--- src/rtl/anc_pkg.sv ---
package anc_pkg;

    typedef enum logic [2:0] {
        S_IDLE,
        S_FLAG,
        S_DID,
        S_DATA,
        S_CSUM
    } fmt_state_e;

    localparam logic [9:0] FLAG_LO   = 10'h000;
    localparam logic [9:0] FLAG_HI   = 10'h3FF;
    localparam logic [9:0] FLAG_COMP = 10'h3FC;

    function automatic logic even_par(input logic [7:0] b);
        return ^b;
    endfunction

    // bit 9 is always the inverse of bit 8
    function automatic logic [9:0] seal(input logic [8:0] w);
        return {~w[8], w};
    endfunction

    function automatic logic [9:0] flag_word(input logic comp, input logic first);
        if (!comp)
            return FLAG_COMP;
        return first ? FLAG_LO : FLAG_HI;
    endfunction

endpackage

--- src/rtl/anc_line_gate.sv ---
module anc_line_gate #(
    parameter int LINE_W  = 10,
    parameter int HPOS_W  = 12,
    parameter int F2_OFS  = 263
) (
    input  logic              clk,
    input  logic              rst,
    input  logic              ins_enable,
    input  logic              field_id,
    input  logic [LINE_W-1:0] line_num,
    input  logic [HPOS_W-1:0] hpos,
    input  logic [7:0]        tgt_line,
    input  logic [HPOS_W-1:0] start_pos,
    input  logic              buf_ready,
    input  logic              busy,
    output logic              start
);

    logic [LINE_W-1:0] prev_line;
    logic              prev_field;
    logic              done;
    logic              armed;
    logic [LINE_W-1:0] target;
    logic              on_target;
    logic              line_start;
    logic              field_chg;

    always_comb begin
        target = LINE_W'(tgt_line) + LINE_W'(1);
        if (field_id)
            target = target + LINE_W'(F2_OFS);
    end

    assign on_target  = (line_num == target);
    assign line_start = (line_num != prev_line);
    assign field_chg  = (field_id != prev_field);
    assign start      = armed && !busy && ins_enable && on_target &&
                        (hpos == start_pos) && !field_chg;

    always_ff @(posedge clk) begin
        if (rst) begin
            prev_line  <= '1;
            prev_field <= 1'b0;
            done       <= 1'b0;
            armed      <= 1'b0;
        end else begin
            prev_line  <= line_num;
            prev_field <= field_id;
            if (field_chg) begin
                done  <= 1'b0;
                armed <= 1'b0;
            end else if (start) begin
                armed <= 1'b0;
                done  <= 1'b1;
            end else if (line_start) begin
                armed <= on_target && !done && ins_enable && buf_ready;
                if (on_target)
                    done <= 1'b1;
            end
        end
    end

endmodule

--- src/rtl/anc_pkt_fmt.sv ---
module anc_pkt_fmt
    import anc_pkg::*;
#(
    parameter int CNT_W = 8
) (
    input  logic             clk,
    input  logic             rst,
    input  logic             start,
    input  logic             comp_mode,
    input  logic [7:0]       data_id,
    input  logic             par_gen,
    input  logic [CNT_W-1:0] buf_count,
    input  logic [8:0]       buf_rdata,
    output logic             buf_rd,
    output logic [9:0]       pkt_word,
    output logic             pkt_valid,
    output fmt_state_e       st_out
);

    fmt_state_e       st;
    logic [CNT_W-1:0] idx;
    logic [CNT_W-1:0] cnt;
    logic             comp_l;
    logic             par_l;
    logic [7:0]       did_l;
    logic [8:0]       csum;
    logic [8:0]       did9;
    logic [8:0]       data9;
    logic [CNT_W-1:0] flag_last;

    assign did9      = {even_par(did_l), did_l};
    assign data9     = par_l ? {even_par(buf_rdata[7:0]), buf_rdata[7:0]} : buf_rdata;
    assign flag_last = comp_l ? CNT_W'(2) : '0;

    always_comb begin
        case (st)
            S_FLAG:  pkt_word = flag_word(comp_l, idx == '0);
            S_DID:   pkt_word = seal(did9);
            S_DATA:  pkt_word = seal(data9);
            S_CSUM:  pkt_word = seal(csum);
            default: pkt_word = '0;
        endcase
    end

    assign pkt_valid = (st != S_IDLE);
    assign buf_rd    = (st == S_DATA);
    assign st_out    = st;

    always_ff @(posedge clk) begin
        if (rst) begin
            st     <= S_IDLE;
            idx    <= '0;
            cnt    <= '0;
            comp_l <= 1'b0;
            par_l  <= 1'b0;
            did_l  <= '0;
            csum   <= '0;
        end else begin
            case (st)
                S_IDLE: begin
                    if (start) begin
                        st     <= S_FLAG;
                        idx    <= '0;
                        cnt    <= buf_count;
                        comp_l <= comp_mode;
                        par_l  <= par_gen;
                        did_l  <= data_id;
                    end
                end
                S_FLAG: begin
                    if (idx == flag_last) begin
                        st  <= S_DID;
                        idx <= '0;
                    end else begin
                        idx <= idx + CNT_W'(1);
                    end
                end
                S_DID: begin
                    csum <= did9;
                    st   <= (cnt == '0) ? S_CSUM : S_DATA;
                end
                S_DATA: begin
                    csum <= csum + data9;
                    if (idx == cnt - CNT_W'(1))
                        st <= S_CSUM;
                    else
                        idx <= idx + CNT_W'(1);
                end
                S_CSUM:  st <= S_IDLE;
                default: st <= S_IDLE;
            endcase
        end
    end

endmodule

--- src/rtl/anc_pkt_inserter.sv ---
module anc_pkt_inserter
    import anc_pkg::*;
#(
    parameter int LINE_W      = 10,
    parameter int HPOS_W      = 12,
    parameter int CNT_W       = 8,
    parameter int F2_LINE_OFS = 263
) (
    input  logic              clk,
    input  logic              rst,
    input  logic              ins_enable,
    input  logic              field_id,
    input  logic [LINE_W-1:0] line_num,
    input  logic [HPOS_W-1:0] hpos,
    input  logic [7:0]        tgt_line,
    input  logic [HPOS_W-1:0] start_pos,
    input  logic [7:0]        data_id,
    input  logic              comp_mode,
    input  logic              par_gen,
    input  logic              buf_ready,
    input  logic [CNT_W-1:0]  buf_count,
    input  logic [8:0]        buf_rdata,
    output logic              buf_rd,
    output logic [9:0]        pkt_word,
    output logic              pkt_valid,
    output logic              mux_sel
);

    logic       start;
    fmt_state_e fmt_st;

    anc_line_gate #(
        .LINE_W (LINE_W),
        .HPOS_W (HPOS_W),
        .F2_OFS (F2_LINE_OFS)
    ) u_gate (
        .clk        (clk),
        .rst        (rst),
        .ins_enable (ins_enable),
        .field_id   (field_id),
        .line_num   (line_num),
        .hpos       (hpos),
        .tgt_line   (tgt_line),
        .start_pos  (start_pos),
        .buf_ready  (buf_ready),
        .busy       (pkt_valid),
        .start      (start)
    );

    anc_pkt_fmt #(
        .CNT_W (CNT_W)
    ) u_fmt (
        .clk       (clk),
        .rst       (rst),
        .start     (start),
        .comp_mode (comp_mode),
        .data_id   (data_id),
        .par_gen   (par_gen),
        .buf_count (buf_count),
        .buf_rdata (buf_rdata),
        .buf_rd    (buf_rd),
        .pkt_word  (pkt_word),
        .pkt_valid (pkt_valid),
        .st_out    (fmt_st)
    );

    assign mux_sel = pkt_valid;

endmodule

--- config.mk ---
export PLATFORM = sky130hd
export DESIGN_NAME = anc_pkt_inserter
export DESIGN_NICKNAME = d
export VERILOG_FILES = /design/src/rtl/anc_pkg.sv /design/src/rtl/anc_line_gate.sv /design/src/rtl/anc_pkt_fmt.sv /design/src/rtl/anc_pkt_inserter.sv
export SDC_FILE = /design/constraint.sdc
export NUM_CORES = 1
export LEC_CHECK = 0
export CAP_MARGIN = 20
export CORE_AREA = 5 5 102 95
export DETAILED_ROUTE_END_ITERATION = 7
export DIE_AREA = 0 0 107 100
export DONT_BUFFER_PORTS = 1
export GPL_ROUTABILITY_DRIVEN = 0
export PLACE_DENSITY = 0.65
export REMOVE_ABC_BUFFERS = 1
export SETUP_SLACK_MARGIN = 0.15
export SKIP_CTS_REPAIR_TIMING = 1
export SLEW_MARGIN = 20
export SYNTH_ARGS = -nofsm -noshare
export SYNTH_HDL_FRONTEND = slang
export SYNTH_SLANG_ARGS = --single-unit
export TNS_END_PERCENT = 1
--- constraint.sdc ---
create_clock -name clk -period 3 [get_ports clk]
set_input_delay 0.45 -clock clk [delete_from_list [all_inputs] [get_ports clk]]
set_output_delay 0.45 -clock clk [all_outputs]
set_load 0.02 [all_outputs]
Word-level counts from Yosys, hierarchy flattened:

Index checks and enable logic that the tools add are counted.

* bits in registers: 51
* input bits: 74
* output and inout bits: 13
* logic and storage cells: 82

* add/subtract/negate cells: 5
* eq/ne operators: 14
* multiplexer cells: 22
* bitwise operators: 3
* reduce and logical (&&, ||, !) cells: 27

Operators with widths (number)
* $mux 10: 4
* $pmux 10 s4: 1
* $mux 8: 3
* $pmux 8 s3: 1
* $pmux 9 s2: 1
* $eq 8x8->1: 2
* $logic_not 8->1: 2
* $reduce_xor 8->1: 2
* $eq 12x12->1: 1
* $mux 3: 4
* $pmux 3 s4: 1
* $add 10x9->10 const B: 1
* $eq 10x10->1: 1
* $ne 10x10->1: 1
* $add 8x1->9 const B: 1
* $add 9x9->9: 1
* $mux 9: 1
* $add 8x1->8 const B: 1
* $logic_and 1x1->1: 8
* $sub 8x1->8 const B: 1
* $eq 3x2->1 const B: 2
* $reduce_and 3->1: 2
* $reduce_bool 2->1: 3
* $reduce_bool 3->1: 2
* other kinds (13): 24

Depth between registers and ports, before layout:

Gate-level depths: netlist of run 1.

* word-level depth: 9
* gate-level depth with buffers: 12

By module:

Synthesis of run 1 repeated with hierarchy kept, for this count alone.

* cells, all modules: 472
* area, all modules: 3762.4 sq um

By module, submodules not included
* anc_pkt_fmt: instances 1, cells each 327, area each 2523.7 sq um
* anc_line_gate: instances 1, cells each 144, area each 1231.2 sq um
* anc_pkt_inserter: instances 1, cells each 1, area each 7.5 sq um

Worst setup path after synthesis of run 1:

OpenSTA, ideal clock, no wires.

* path kind: input to register
* start point: input port tgt_line[0]
* end point: register u_gate.armed
* library setup time: 0.070 ns
* arrival: 2.485 ns
* required time: 2.930 ns
* slack: 0.445 ns
* stages: 10
* buffers on the path: 1
* path through: ha_1 buf_4 xor2_1 o21ai_1 and2b_1 or3b_1 o22ai_2 nand4_1 or4_1 a21boi_1

* cells in the longest elaborated chain, start to end: 8

Ends and longest elaborated chain
* from (decl): line anc_pkt_inserter.sv:15 `input logic [7:0] tgt_line,`
* $add 8x1->9 (*): line anc_line_gate.sv:29 `target = LINE_W'(tgt_line) + LINE_W'(1);`
* $add 10x9->10: line anc_line_gate.sv:31 `target = target + LINE_W'(F2_OFS);`
* $mux 10 (*): line anc_line_gate.sv:30 `if (field_id)`
* $eq 10x10->1 (*): line anc_line_gate.sv:34 `assign on_target = (line_num == target);`
* $logic_and 1x1->1 (2 in a row): line anc_line_gate.sv:37 `assign start = armed && !busy && ins_enable && on_target &&`
* $logic_and 1x1->1: line anc_line_gate.sv:38 `(hpos == start_pos) && !field_chg;`
* $reduce_or 3->1 (no source line)
* to (signal assigned): line anc_line_gate.sv:56 `armed <= on_target && !done && ins_enable && buf_ready;`
* to (decl): line anc_line_gate.sv:22 `logic armed;`

Mark *: on every way between the ends. The rest lies on a longest branch, timed or not.
A chain may end at the register's enable or synchronous reset.

Worst setup path after layout of run 1:

* start point: register u_fmt.idx[3]
* end point: output port pkt_word[8]

* cells in the longest elaborated chain, start to end: 4

Ends and longest elaborated chain
* from (decl): line anc_pkt_fmt.sv:21 `logic [CNT_W-1:0] idx;`
* from (signal assigned): line anc_pkt_fmt.sv:75 `idx <= idx + CNT_W'(1);`
* from (signal assigned): line anc_pkt_fmt.sv:87 `idx <= idx + CNT_W'(1);`
* $logic_not 8->1: line anc_pkt_fmt.sv:37 `S_FLAG: pkt_word = flag_word(comp_l, idx == '0);`
* $mux 10 (2 in a row): line anc_pkg.sv:27 `return first ? FLAG_LO : FLAG_HI;`
* $pmux 10 s4: line anc_pkt_fmt.sv:36 `case (st)`
* to (decl): line anc_pkt_inserter.sv:24 `output logic [9:0] pkt_word,`

Every way passes these cells.

==> results of run 1 <==
final cells by class:
class	instances	share of cell area, %
Multi-Input combinational cell	415	66.8
Sequential cell	51	24.4
Tap cell	102	3.05
Timing Repair Buffer	9	1.92
Inverter	20	1.80
Clock buffer	6	1.74
Clock inverter	2	0.299
sequential cells by signal (all words and copies together), names as in the netlist:
register and count:
u_gate.prev_field 1, u_fmt.csum 9, u_fmt.idx 8, u_gate.prev_line 10, u_gate.done 1, u_fmt.par_l 1
u_fmt.did_l 8, u_fmt.comp_l 1, u_fmt.st_out 3, u_fmt.cnt 8, u_gate.armed 1
worst max-delay path, cell delays in order (launching register included):
cell and delay (ns):
dfxtp_1 0.40, or4_1 0.58, nor3_2 0.26, a31oi_4 0.19
a31oi_1 0.19, o21ai_0 0.13, buf_4 0.18
per-stage QoR:
stage,TNS [ns],util [%],setup WS [ns],power (W)
2_1_floorplan,-2.39,-,-0.270,0.000838
4_1_cts,0,49.4,0.127,0.00125
5_1_grt,0,49.7,0.145,0.00130
3_5_place_dp,0,48.4,0.204,0.000860
6_report,0,49.7,0.309,0.00124
3_3_place_gp,0,48.4,0.303,0.000857
cells in the mapped netlist (all sizes together), types with 2 or more instances:
cell / number / area [sq um]
ha: 13 / 163
nor4: 8 / 77.6
xor2: 24 / 210
clkbuf: 15 / 56.3
o31ai: 5 / 47.5
nor2b: 10 / 62.6
nand3: 19 / 108
and3: 4 / 26.3
nor3b: 4 / 35.0
a211oi: 10 / 75.1
a21oi: 47 / 235
xnor2: 40 / 350
nor3: 17 / 85.1
o211ai: 3 / 27.5
or4: 3 / 22.5
mux2i: 8 / 80.1
buf: 15 / 114
nand2: 68 / 260
nand4: 10 / 62.6
a31oi: 9 / 56.3
a21boi: 2 / 15.0
a221o: 8 / 80.1
a32oi: 2 / 17.5
dfxtp: 51 / 1020
o21ai: 14 / 70.1
nor2: 26 / 97.6
inv: 19 / 71.3
or2: 14 / 87.6
a22o: 8 / 70.1
nor4b: 4 / 35.0
a21o: 5 / 37.5
nand2b: 6 / 37.5
layer usage:
metal	part of all wire [%]	wire (microns)	track usage, %	vias to the layer above
li1	-	-	-	1809
met1	46	4510	24.3	1647
met2	47	4600	31.3	97
met3	5.8	564	4.37	9
met4	0.94	92	4.33	0
met5	0	0	0	-
kinds of logic after synthesis:
group | after synthesis | synth area share (%)
AO/OA/AOI/OAI | 126 | 21.1
XOR/XNOR | 65 | 14.4
adder cells (fa/ha/maj) | 14 | 4.53
buffers and inverters | 50 | 6.08
flip-flops | 51 | 25.3
multiplexers | 8 | 1.98
AND/OR/NAND/NOR | 202 | 26.6
power by group:
group / leakage, nW / switching, W / internal (W) / total, W
clock: 0.0412 / 0.000235 / 0.000164 / 0.000399
combinational: 0.959 / 0.0000744 / 0.0000825 / 0.000157
sequential: 0.414 / 0.00000325 / 0.000684 / 0.000688
worst paths after layout:
| check | depth (start not counted) | endpoint |
|---|---|---|
| min | 1 | u_fmt.comp_l$_SDFFE_PP0P_ |
| min reg2reg | 1 | u_gate.done$_SDFFE_PP0P_ |
| max reg2reg | 10 | u_fmt.idx[6]$_SDFFE_PP0P_ |
| max | 6 | pkt_word[8] |
==> flow_summary.toml, run 1 <==
[status]
status = "completed"

[sta]
drv_slew = 0
rsz0062_at_grt = "true"
min_period_ns = 2.69
hold_viol = 0
skew_ns = 0.00607
fmax_ghz = 0.372
whs_ns = 0.207
min_period_over_period_pct = 89.7
setup_violations = 0
relSlewSlack_pct = 67.7
worst_pin_slew_ns = 0.483

[cts]
cts_buffer_depth = 2
clkLatencyLatePin_ns = 0.31
clockRootBuffer = "clkbuf_8"
clock_sinks = 51
cts_buffers = 5
htreeDepth = 2
cts_tree = "built"
clkSlewWorstSetupHoldPaths_ns = 0.09

[global_routing]
grt_max_degree = 42
gr-total-overflow = 0
grt_pass1_vias = 3547
antenna_found_initial = 0
gr-usage-all-layers_pct = 18.6
grt_first_pass_wirelength_microns = 16600

[floorplanning]
die-width_microns = 107
initial_core_util_pct = 48.0
core_sq_um = 8410
fp.dieH_microns = 100
rows = 32
die_area_sq_um = 10700
ios = 87

[worst_setup_path]
startpoint_type = "register"
cp_data_required_time_ns = 2.55
ff2ff_setup_slack_ns = 0.47
rr_startpoint = "u_fmt.cnt[0]$_SDFFE_PP0P_"
startpoint = "u_fmt.idx[3]$_SDFFE_PP0P_"
crit_fanout = 8
critical_path.endpoint_type = "output port"
arrival_ns = 2.24
crit_type = "reg -> out"

[placement]
place_area_sq_um = 4070
dpl.cell_count = 597
portBuffers = 0
hpwlAfterDp_microns = 7560

[synth]
synth_cells = 516
async_reset_ff_share_pct = 0
netlist_area_sq_um = 4040
yosys_most_used_dff = "dfxtp_1"
syn_avg_cell_area_sq_um = 7.82
synth-edff-count = 0
yosysUniqueCellTypes = 72
synth-seq-area-share_pct = 25.3
ys_ff_latch = 51
yosysWarningCount = 0

[final_layout]
design_area_sq_um = 4180
fin_nets = 590
multi_input_area_sq_um = 2790
syn_to_final_growth_pct = 3.53
drive_above_1_share_pct = 8.95
fillers = 866
diodes = 0
layout.cells.most_common_list = "66 x nand2_1, 51 x dfxtp_1, 47 x a21oi_1"
final_cells = 605
layout_commonest_cell = "nand2_1"
regArea_sq_um = 1020

[pwr]
p_leak_nw = 1.41
power_density_nw_per_um2 = 298
ir_worst_vdd_v = 0.000175

[routing]
routed_wirelength_microns = 9770
viasPerCell = 5.89
first_pass_iters = 4
drc = 0
num_vias = 3562
antenna_left = 0
drt-initial-drc-count = 208
wl_per_cell_microns = 16.2

[job]
maxCapViolCount = 0

[min_path]
hp-start = "rst"
hp-class = "in -> reg"
(Power assumes the default switching activity.)
==> run 2: changes to the inputs <==
--- a/config.mk
+++ b/config.mk
@@ -6,12 +6,12 @@
 export NUM_CORES = 1
 export LEC_CHECK = 0
 export CAP_MARGIN = 20
-export CORE_AREA = 5 5 102 95
+export CORE_AREA = 5 5 71 137
 export DETAILED_ROUTE_END_ITERATION = 7
-export DIE_AREA = 0 0 107 100
+export DIE_AREA = 0 0 76 142
 export DONT_BUFFER_PORTS = 1
 export GPL_ROUTABILITY_DRIVEN = 0
-export PLACE_DENSITY = 0.65
+export PLACE_DENSITY = 0.64
 export REMOVE_ABC_BUFFERS = 1
 export SETUP_SLACK_MARGIN = 0.15
 export SKIP_CTS_REPAIR_TIMING = 1
==> flow_summary.toml, run 2 (synthesis results as in run 1) <==
[sta]
fmax_ghz = 0.371
min_period_over_period_pct = 89.9
hold_viol = 0
relSlewSlack_pct = 55.7
setup_violations = 0
whs_ns = 0.238
worst_pin_slew_ns = 0.658
min_period_ns = 2.70
drv_slew = 0
skew_ns = 0.00685
rsz0062_at_grt = "true"

[cts]
clock_sinks = 51
cts_buffer_depth = 2
clockRootBuffer = "clkbuf_16"
clkLatencyLatePin_ns = 0.29
cts_buffers = 5
htreeDepth = 2
clkSlewWorstSetupHoldPaths_ns = 0.07
cts_tree = "built"

[worst_setup_path]
startpoint_type = "register"
crit_fanout = 8
arrival_ns = 2.25
critical_path.endpoint_type = "output port"
crit_type = "reg -> out"
rr_worst_depth = 11
cp_data_required_time_ns = 2.55

[floorplanning]
die-width_microns = 76
fp.dieH_microns = 142
core_sq_um = 8590
ios = 87
initial_core_util_pct = 47.0
die_area_sq_um = 10800
rows = 48

[global_routing]
gr-usage-all-layers_pct = 19.6
grt_pass1_vias = 3657
gr-total-overflow = 0
grt_max_degree = 42
grt_first_pass_wirelength_microns = 17400
antenna_found_initial = 0

[routing]
num_vias = 3630
first_pass_iters = 4
viasPerCell = 6.04
wl_per_cell_microns = 17.8
drc = 0
routed_wirelength_microns = 10700
antenna_left = 0
drt-initial-drc-count = 119

[final_layout]
fin_nets = 589
drive_above_1_share_pct = 8.78
reg_top3 = "u_gate.prev_line: 10 flops, u_fmt.csum: 9 flops"
final_util_pct = 49.3
top_register = "u_gate.prev_line"
fillers = 893
multi_input_area_sq_um = 2780
largest_reg_flops = 10
diodes = 0
layout.cells.most_common_list = "66 x nand2_1, 51 x dfxtp_1, 47 x a21oi_1"
layout_commonest_cell = "nand2_1"
regArea_sq_um = 1020
design_area_sq_um = 4230
syn_to_final_growth_pct = 4.84

[min_path]
hp-class = "in -> reg"
hold_depth = 1

[status]
status = "completed"

[placement]
hpwlAfterDp_microns = 8680
place_area_sq_um = 4080
portBuffers = 0

[pwr]
ir_worst_vdd_v = 0.000292
power_density_nw_per_um2 = 334
p_leak_nw = 1.45

[job]
maxCapViolCount = 0
[run 2: changes by cell type in the layout (fill, tap and decap cells not counted), sizes merged]
cell      previous run  this run
buf                  9         8
clkinvlp             1         0
[run 2: worst max-delay path, stage by stage (launching register included)]
cell	delay, ns
dfxtp_1	0.39
or4_1	0.60
nor3_2	0.24
a31oi_2	0.26
a31oi_1	0.20
o21ai_0	0.10
buf_4	0.17
[run 2: per-stage QoR]
| stage | power (W) | setup WS [ns] | cells | setup TNS (ns) |
|---|---|---|---|---|
| floorplan | 0.000838 | -0.270 | 486 | -2.39 |
| global placement | 0.000863 | 0.305 | 594 | 0 |
| detailed placement | 0.000866 | 0.196 | 594 | 0 |
| CTS | 0.00143 | 0.153 | 601 | 0 |
| global route | 0.00147 | 0.128 | 601 | 0 |
| finish | 0.00141 | 0.304 | 601 | 0 |
[run 2: final timing paths]
check,from,to,slack (ns)
max,u_fmt.idx[3]$_SDFFE_PP0P_,pkt_word[8],0.30
min,rst,u_fmt.did_l[5]$_SDFFE_PP0P_,0.24
min reg2reg,u_fmt.par_l$_SDFFE_PP0P_,u_fmt.par_l$_SDFFE_PP0P_,0.46
max reg2reg,u_fmt.csum[0]$_SDFFE_PP0P_,u_fmt.csum[8]$_SDFFE_PP0P_,0.41
[run 2: layout make-up]
type	instances	area share (%)
Timing Repair Buffer	8	2.01
Multi-Input combinational cell	415	65.7
Clock buffer	6	3.28
Clock inverter	1	0.118
Tap cell	100	2.96
Inverter	20	1.77
Sequential cell	51	24.1
[run 2: per-layer routing]
layer  global-route usage, %  vias up  share of wire [%]  wire length [microns]
met1                    16.8     1711                 31                   3310
met5                       0        -                  0                      0
met3                    4.12       23                4.8                    511
met2                    40.5       95                 60                   6440
met4                    9.94        0                4.2                    448
li1                        -     1801                  -                      -
[run 2: power by group]
part / switching, W / internal [W] / total, W / leakage (nW)
registers: 0.00000303 / 0.000685 / 0.000688 / 0.414
clock network: 0.000237 / 0.000326 / 0.000563 / 0.0727
logic: 0.0000801 / 0.0000826 / 0.000163 / 0.959
==> run 3: changes to the inputs <==
--- a/config.mk
+++ b/config.mk
@@ -12,7 +12,6 @@
 export DONT_BUFFER_PORTS = 1
 export GPL_ROUTABILITY_DRIVEN = 0
 export PLACE_DENSITY = 0.64
-export REMOVE_ABC_BUFFERS = 1
 export SETUP_SLACK_MARGIN = 0.15
 export SKIP_CTS_REPAIR_TIMING = 1
 export SLEW_MARGIN = 20
==> flow_summary.toml, run 3 (synthesis results as in run 1) <==
[routing]
num_vias = 3598
viasPerCell = 5.97
routed_wirelength_microns = 10600
first_pass_iters = 5
antenna_left = 0
wl_per_cell_microns = 17.6
drc = 0
drt-initial-drc-count = 152

[worst_setup_path]
rr_worst_depth = 11
rr_startpoint = "u_fmt.csum[0]$_SDFFE_PP0P_"
crit_fanout = 8
arrival_ns = 2.20
crit_type = "reg -> out"
critical_path.endpoint_type = "output port"
cp_data_required_time_ns = 2.55
ff2ff_setup_slack_ns = 0.41
reg2reg_to = "u_fmt.csum[8]$_SDFFE_PP0P_"
crit_chain = "or4_1 -> nor3_2 -> a31oi_2 -> a31oi_1 -> o21ai_0"
startpoint_type = "register"
cp_slowest_cell = "or4_1"
max_stage_delay_ns = 0.56

[cts]
clkSlewWorstSetupHoldPaths_ns = 0.07
clock_sinks = 51
clockRootBuffer = "clkbuf_16"
clkLatencyLatePin_ns = 0.30
htreeDepth = 2
cts_tree = "built"
cts_buffer_depth = 2
cts_buffers = 5

[global_routing]
gr-total-overflow = 0
gr-usage-all-layers_pct = 19.2
grt_first_pass_wirelength_microns = 17000
grt_max_degree = 42
antenna_found_initial = 0
grt_pass1_vias = 3541

[floorplanning]
fp.dieH_microns = 142
die_area_sq_um = 10800
die-width_microns = 76
core_sq_um = 8590
ios = 87
rows = 48
initial_core_util_pct = 47.0

[final_layout]
drive_above_1_share_pct = 9.15
top_register = "u_gate.prev_line"
layout_commonest_cell = "nand2_1"
reg_top3 = "u_gate.prev_line: 10 flops, u_fmt.csum: 9 flops"
fin_nets = 590
largest_reg_flops = 10
layout.cells.most_common_list = "66 x nand2_1, 51 x dfxtp_1, 47 x a21oi_1"
multi_input_area_sq_um = 2780
fillers = 869
syn_to_final_growth_pct = 5.02
regArea_sq_um = 1020
diodes = 0

[min_path]
hp-start = "rst"
worstHoldEndpoint = "u_fmt.did_l[6]$_SDFFE_PP0P_"
hold_depth = 1
hp-class = "in -> reg"

[pwr]
power_density_nw_per_um2 = 341
ir_worst_vdd_v = 0.000270
p_leak_nw = 1.44

[job]
maxCapViolCount = 0

[placement]
portBuffers = 0
hpwlAfterDp_microns = 8510

[sta]
worst_pin_slew_ns = 0.709
setup_violations = 0
min_period_ns = 2.65
skew_ns = 0.00768
drv_slew = 0
hold_viol = 0
rsz0062_at_grt = "true"
min_period_over_period_pct = 88.3
fin_setup_tns_ns = 0
relSlewSlack_pct = 52.3
whs_ns = 0.217
fmax_ghz = 0.377

[status]
status = "completed"

[synth]
synth_fp_nets = 604
-- run 3: cell types whose count changed in the layout (fill, tap and decap cells not counted), sizes merged --
| cell | delta |
|---|---|
| buf | +1 |
| clkinvlp | +1 |
-- run 3: how the worst max path moves through the flow --
stage          slack, ns                        from                    endpoint  depth (start not counted)
2_1_floorplan       0.44                 tgt_line[0]   u_gate.armed$_SDFFE_PP0N_                         10
3_3_place_gp        0.30                 tgt_line[0]   u_gate.armed$_SDFFE_PP0N_                          9
3_5_place_dp        0.23                 tgt_line[0]   u_fmt.idx[2]$_SDFFE_PP0P_                         10
4_1_cts             0.15   u_fmt.idx[3]$_SDFFE_PP0P_                 pkt_word[8]                          5
5_1_grt             0.13  u_fmt.csum[0]$_SDFFE_PP0P_  u_fmt.csum[8]$_SDFFE_PP0P_                         11
6_report            0.35   u_fmt.idx[3]$_SDFFE_PP0P_                 pkt_word[8]                          5
-- run 3: stage by stage --
stage / cell area, sq um / worst slack (ns) / cells / utilization, % / total power (W)
after detailed placement: 4070 / 0.233 / 595 / 47.4 / 0.000869
after CTS: 4230 / 0.151 / 603 / 49.2 / 0.00147
after floorplan: 4040 / 0.445 / 516 / - / 0.000860
final: 4240 / 0.351 / 603 / 49.3 / 0.00145
after global placement: 4070 / 0.301 / 595 / 47.4 / 0.000866
after global routing: 4240 / 0.128 / 603 / 49.3 / 0.00151
-- run 3: layout make-up --
| class | count | share of cell area (%) |
|---|---|---|
| well taps | 100 | 2.95 |
| clock inverters | 2 | 0.384 |
| multi-input cells | 415 | 65.6 |
| inverters | 20 | 1.77 |
| clock buffers | 6 | 3.28 |
| flip-flops and latches | 51 | 24.1 |
| repair buffers | 9 | 1.89 |
-- run 3: routing by layer --
layer / up-vias / share of wire [%] / global-route usage, %
li1: 1816 / - / -
met1: 1684 / 34 / 16.8
met2: 78 / 59 / 39.2
met3: 20 / 3.7 / 3.30
met4: 0 / 3.9 / 11.2
met5: - / 0 / 0
-- run 3: worst max-delay path: cells and delay by family (launching register included) --
| family | cells | cell delay [ns] |
|---|---|---|
| AND/OR/NAND/NOR | 2 | 0.77 |
| AO/OA/AOI/OAI | 3 | 0.75 |
| flip-flops | 1 | 0.39 |
-- run 3: report_power, final --
part           internal, W  total [W]  switching [W]
Sequential        0.000684   0.000688     0.00000312
Combinational    0.0000827   0.000165      0.0000822
Clock             0.000334   0.000594       0.000260
